`config.mk`:
```
export PLATFORM = sky130hd
export DESIGN_NAME = lslice_top
export DESIGN_NICKNAME = d
export VERILOG_FILES = /design/src/rtl/lslice_pkg.sv /design/src/rtl/lslice_lut.sv /design/src/rtl/lslice_half.sv /design/src/rtl/lslice_top.sv
export SDC_FILE = /design/constraint.sdc
export NUM_CORES = 1
export LEC_CHECK = 0
export ABC_AREA = 1
export ABC_CLOCK_PERIOD_IN_PS = 1400
export BUFFER_PORTS_ARGS = -buffer_cell sky130_fd_sc_hd__clkbuf_2
export CAP_MARGIN = 0
export CELL_PAD_IN_SITES_DETAIL_PLACEMENT = 1
export CELL_PAD_IN_SITES_GLOBAL_PLACEMENT = 2
export CORE_UTILIZATION = 15
export CTS_BUF_LIST = sky130_fd_sc_hd__clkbuf_4 sky130_fd_sc_hd__clkbuf_8 sky130_fd_sc_hd__clkbuf_16
export CTS_CLUSTER_DIAMETER = 40
export DETAILED_ROUTE_END_ITERATION = 10
export PLACE_DENSITY = 0.86
export SLEW_MARGIN = 10
export SYNTH_ARGS = -nofsm -noshare
export SYNTH_HDL_FRONTEND = slang
export SYNTH_SLANG_ARGS = --single-unit
export TNS_END_PERCENT = 100
```
`constraint.sdc`:
```
create_clock -name clk_i -period 1.4 [get_ports clk_i]
set_input_delay 0.07 -clock clk_i [delete_from_list [all_inputs] [get_ports clk_i]]
set_output_delay 0.07 -clock clk_i [all_outputs]
set_load 0.02 [all_outputs]
```
`src/rtl/lslice_pkg.sv`:
```
package lslice_pkg;

    localparam int HALVES = 2;

    typedef struct packed {
        logic init_val;   // forced on sr
        logic rev_val;    // forced on reverse
        logic out_sum;    // comb output is sum instead of table bit
        logic d_byp;      // flip-flop loads bypass pin
        logic gen_lut;    // carry generate from table input 0
    } half_cfg_t;

    typedef struct packed {
        logic lut;
        logic comb;
        logic cout;
        logic q;
    } half_out_t;

    function automatic logic carry_sel(input logic prop, input logic cin, input logic gen);
        return prop ? cin : gen;
    endfunction

endpackage

```
`src/rtl/lslice_lut.sv`:
```
module lslice_lut #(
    parameter int LUT_IN = 4,
    localparam int LUT_SIZE = 1 << LUT_IN
) (
    input  logic [LUT_SIZE-1:0] table_i,
    input  logic [LUT_IN-1:0]   idx_i,
    output logic                bit_o
);
    assign bit_o = table_i[idx_i];
endmodule

```
`src/rtl/lslice_half.sv`:
```
module lslice_half
    import lslice_pkg::*;
#(
    parameter int LUT_IN = 4,
    localparam int LUT_SIZE = 1 << LUT_IN
) (
    input  logic                clk_i,
    input  logic                sr_i,
    input  logic                rev_i,
    input  logic                ce_i,
    input  logic [LUT_SIZE-1:0] table_i,
    input  logic [LUT_IN-1:0]   idx_i,
    input  logic                byp_i,
    input  logic                cin_i,
    input  half_cfg_t           cfg_i,
    output half_out_t           out_o
);
    logic lut_bit;
    logic gen_bit;
    logic d_bit;
    logic q_r;

    lslice_lut #(.LUT_IN(LUT_IN)) lut_i (
        .table_i (table_i),
        .idx_i   (idx_i),
        .bit_o   (lut_bit)
    );

    always_comb begin
        gen_bit    = cfg_i.gen_lut ? idx_i[0] : byp_i;
        d_bit      = cfg_i.d_byp ? byp_i : lut_bit;
        out_o.lut  = lut_bit;
        out_o.comb = cfg_i.out_sum ? (lut_bit ^ cin_i) : lut_bit;
        out_o.cout = carry_sel(lut_bit, cin_i, gen_bit);
        out_o.q    = q_r;
    end

    always_ff @(posedge clk_i) begin
        if (sr_i) begin
            q_r <= cfg_i.init_val;
        end else if (rev_i) begin
            q_r <= cfg_i.rev_val;
        end else if (ce_i) begin
            q_r <= d_bit;
        end
    end
endmodule

```
`src/rtl/lslice_top.sv`:
```
module lslice_top
    import lslice_pkg::*;
#(
    parameter int LUT_IN = 4,
    localparam int LUT_SIZE = 1 << LUT_IN
) (
    input  logic                clk_i,
    input  logic                sr_i,
    input  logic                ce_i,
    input  logic [LUT_IN-1:0]   f_in_i,
    input  logic [LUT_IN-1:0]   g_in_i,
    input  logic                bx_i,
    input  logic                by_i,
    input  logic                cin_i,
    input  logic [LUT_SIZE-1:0] cfg_f_lut_i,
    input  logic [LUT_SIZE-1:0] cfg_g_lut_i,
    input  logic [HALVES-1:0]   cfg_out_sum_i,
    input  logic [HALVES-1:0]   cfg_d_byp_i,
    input  logic [HALVES-1:0]   cfg_gen_lut_i,
    input  logic [HALVES-1:0]   cfg_init_i,
    input  logic [HALVES-1:0]   cfg_rev_val_i,
    input  logic                cfg_rev_en_i,
    input  logic                cfg_dig_en_i,
    output logic                x_o,
    output logic                y_o,
    output logic                xq_o,
    output logic                yq_o,
    output logic                f5_o,
    output logic                bxout_o,
    output logic                byout_o,
    output logic                dig_o,
    output logic                cout_o
);
    logic [LUT_SIZE-1:0] tables [HALVES];
    logic [LUT_IN-1:0]   idxs   [HALVES];
    logic [HALVES-1:0]   byps;
    logic [HALVES:0]     carry;
    half_out_t           outs   [HALVES];
    logic                rev_act;

    assign tables[0] = cfg_f_lut_i;
    assign tables[1] = cfg_g_lut_i;
    assign idxs[0]   = f_in_i;
    assign idxs[1]   = g_in_i;
    assign byps      = {by_i, bx_i};
    assign carry[0]  = cin_i;
    assign rev_act   = cfg_rev_en_i & by_i;

    for (genvar h = 0; h < HALVES; h++) begin : g_half
        half_cfg_t hcfg;
        assign hcfg = '{init_val: cfg_init_i[h], rev_val: cfg_rev_val_i[h],
                        out_sum: cfg_out_sum_i[h], d_byp: cfg_d_byp_i[h],
                        gen_lut: cfg_gen_lut_i[h]};
        lslice_half #(.LUT_IN(LUT_IN)) half_i (
            .clk_i   (clk_i),
            .sr_i    (sr_i),
            .rev_i   (rev_act),
            .ce_i    (ce_i),
            .table_i (tables[h]),
            .idx_i   (idxs[h]),
            .byp_i   (byps[h]),
            .cin_i   (carry[h]),
            .cfg_i   (hcfg),
            .out_o   (outs[h])
        );
        assign carry[h+1] = outs[h].cout;
    end

    assign x_o     = outs[0].comb;
    assign y_o     = outs[1].comb;
    assign xq_o    = outs[0].q;
    assign yq_o    = outs[1].q;
    assign f5_o    = bx_i ? outs[1].lut : outs[0].lut;
    assign bxout_o = bx_i;
    assign byout_o = by_i;
    assign dig_o   = cfg_dig_en_i & by_i;
    assign cout_o  = carry[HALVES];
endmodule

```
==> flow_summary_export.csv <==
group,metric,value,unit
place,place_area,0.00107,mm^2
place,dp_hpwl,2.23,mm
synth,syn_inst,137,
floorplanning,die_area,0.00509,mm^2
global_route,grt_usage,10.0,%
power,leakage,0.735,nW
power,clockPowerShare,34.7,%
cts,clk_pin_slew,0.03,ns
timing,report.final.slew_viol_count,0,
cells_and_area,regMostFlops,"g_half.half_i.q_r",
synth,ys_warn_count,0,
place,gp_congestion,0.731,
critical_path,max_stage_delay,0.16,ns
cts,cts_tree,"yes",
run,drv_cap,0,
power,power.density,580,mW/mm^2
drt,routed_wl,2.47,mm
timing,fin_crit_sh,88.3,%
cells_and_area,largest_register_ffs,2,
cells_and_area,reg_top3,"g_half.half_i.q_r x2",
cells_and_area,fillers,619,
synth,synthArstFlopShare,0,%
synth,syn-num-nets,195,
synth,yosys.area.top_type,"nand2_1",
cts,postCtsHoldBufs,0,
critical_path,crit_path_frequent_cell,"nand2_1",
cells_and_area,area_delta_synth_final,56.8,%
cells_and_area,post-route-cell-area,0.00113,mm^2
timing,max_freq,809,MHz
critical_path,crit_buf_inv,4,
power,p_int,0.410,mW
critical_path,worstSetupPathType,"input port to output port",
timing,fin_setup_tns,0,ns
synth,netlist_top_cells_count,"nand2_1 (42), inv_1 (35), nand3_1 (17)",
synth,ys.flop_type,"edfxtp_1",
synth,synth_top_cell_area_share,21.8,%
global_route,antenna_found_initial,0,
synth,netlist_top_cells_area,"nand2_1 (22%), inv_1 (18%), nand3_1 (12%)",
synth,yosysSeqAreaShare,8.32,%
drt,post_drt_wl_per_cell,9.72,um
floorplanning,fp.coreArea,0.00447,mm^2
synth,synth_cell_types,19,
timing,relSlewSlack,84.7,%
cts,htree_levels,1,
min_path,whs_path_depth,3,
critical_path,start_kind,"input port",
critical_path,arrival,1.17,ns
power,vdd_ir_drop_max,0.179,mV
power,pwr-share-comb,53.3,%
synth,syn-cell-area,722,um^2
drt,drc,5,
timing,finalCriticalPeriod,1.24,ns
cts,cts-buffers-inserted,3,
drt,ant_nets,0,
timing,rsz0062_at_grt,"no",
global_route,grt_max_degree,18,
power,p_switching,0.246,mW
critical_path,crit_required,1.33,ns
global_route,grt_remaining_overflow,0,
critical_path,end_kind,"output port",
cells_and_area,n_antenna_cell,0,
drt,viasPerCell,4.06,
cells_and_area,nets,262,
floorplanning,start_util,16.1,%
status,violations,"design-rule violations",
timing,worstMarginPinSlew,0.228,ns
critical_path,cp_max_fo,10,
critical_path,cp.depth,14,
synth,synth_edf_count,2,
synth,ys_ff_latch,2,
critical_path,cpLargestDelayFamily,"simple AND/OR/NAND/NOR gates",
floorplanning,ioPinCount,67,
drt,drtIter0Drc,39,
critical_path,cp_cell_sequence,"buf_4, inv_8, nand2_1, nand2_1, nand2_1, nand3_1, nand3_2, nand2_4, nand2_2, nand2_1, nand3_1, nand2_1, inv_1, buf_2",
global_route,grt_pass1_vias,992,
drt,vias,1031,
place,port_buffers,66,
cts,clock_path_buffers,2,
synth,synth.most_common_cell,"nand2_1",
timing,setup_viol_count_final,0,
synth,syn_avg_cell_area,5.27,um^2
global_route,grt_pass1_wl,4.07,mm
power,power_frac_seq,12.0,%
cells_and_area,drive_gt1_share,41.6,%
power,p_sw_share,37.5,%
cts,numClockSinks,2,
status,status,"finished, violations left",
drt,dr.pass1.iters,7,
timing,finalHoldViolations,0,
min_path,worstHoldPathType,"input port to flop",
cts,clockRootBuffer,"clkbuf_8",
floorplanning,num_rows,24,
floorplanning,die_h,71.4,um
critical_path,slowest_stage,"buf_4",
floorplanning,dieWidth,71.4,um
==> path summary, 6_finish.rpt <==
kind                      start                   end  slack, ns
setup / recovery      f_in_i[0]                   y_o       0.16
hold / removal    cfg_init_i[0]  g_half[0].half_i.q_r       0.13
==> layout by cell type (no fill, tap or decap) <==
master,Yosys,layout
inv_8,1,1
a31oi_1,1,1
edfxtp_1,2,2
clkbuf_8,0,3
nand3_1,17,17
buf_4,2,4
nand2_1,42,42
clkbuf_2,0,62
a21oi_1,5,3
nor2_1,3,3
o211ai_1,6,6
nand2_2,5,5
o21ai_0,4,4
inv_1,35,35
a21oi_2,0,2
xor2_1,1,1
buf_2,0,1
nand2_4,1,1
o21ai_1,2,2
nand3_2,4,4
nand3b_1,2,2
inv_2,1,1
==> what timing repair did <==
| item | in CTS | in global routing |
|---|---|---|
| buffers inserted | 0 | 1 |
| endpoints found under the setup margin | 0 | 4 |
| resized for setup | 0 | 11 |
==> cell families (layout without fill, tap and decap cells) <==
family / after synthesis / in the layout / share of synthesized area [%]
AOI/OAI and AO/OA: 18 / 18 / 14.7
DFF: 2 / 2 / 8.32
buffers and inverters: 42 / 107 / 27.0
xor gates and xnor gates: 1 / 1 / 1.21
and+or+nand+nor: 74 / 74 / 48.7
==> cell type report <==
type | count | area, um^2 | area share, %
inverter | 37 | 146 | 12.9
clock buffer | 3 | 41.3 | 3.65
sequential | 2 | 60.1 | 5.30
tap | 52 | 65.1 | 5.75
multi-input combinational | 93 | 474 | 41.9
timing repair buffer | 67 | 345 | 30.5
==> power by group through the flow <==
stage                     clock network, mW  registers, mW  logic [mW]
after floorplan                           0         0.0895       0.200
after global placement                    0         0.0793       0.344
after detailed placement                  0         0.0795       0.346
after CTS                             0.231         0.0791       0.348
after global routing                  0.237         0.0799       0.399
final                                 0.228         0.0787       0.350
==> through the flow <==
step | cells | hold slack (ns) | worst slack, ns | power (mW) | util [%]
after CTS | 253 | 0.138 | 0.0269 | 0.657 | 24.8
final | 254 | 0.134 | 0.163 | 0.656 | 25.3
after floorplan | 137 | 0.251 | 0.212 | 0.289 | -
after detailed placement | 250 | 0.356 | 0.0350 | 0.425 | 23.9
after global placement | 250 | 0.350 | 0.0300 | 0.423 | 23.9
after global routing | 254 | 0.157 | 0.00104 | 0.716 | 25.3
==> per-layer routing <==
layer	global-route usage [%]	up-vias	share of wire [%]	routed length, um
met3	1.55	5	6.5	160
met2	18.1	38	49	1220
met1	11.3	436	42	1040
met5	0	-	0	0
met4	5.33	0	2.1	51
li1	-	552	-	-
(Power assumes the default switching activity.)
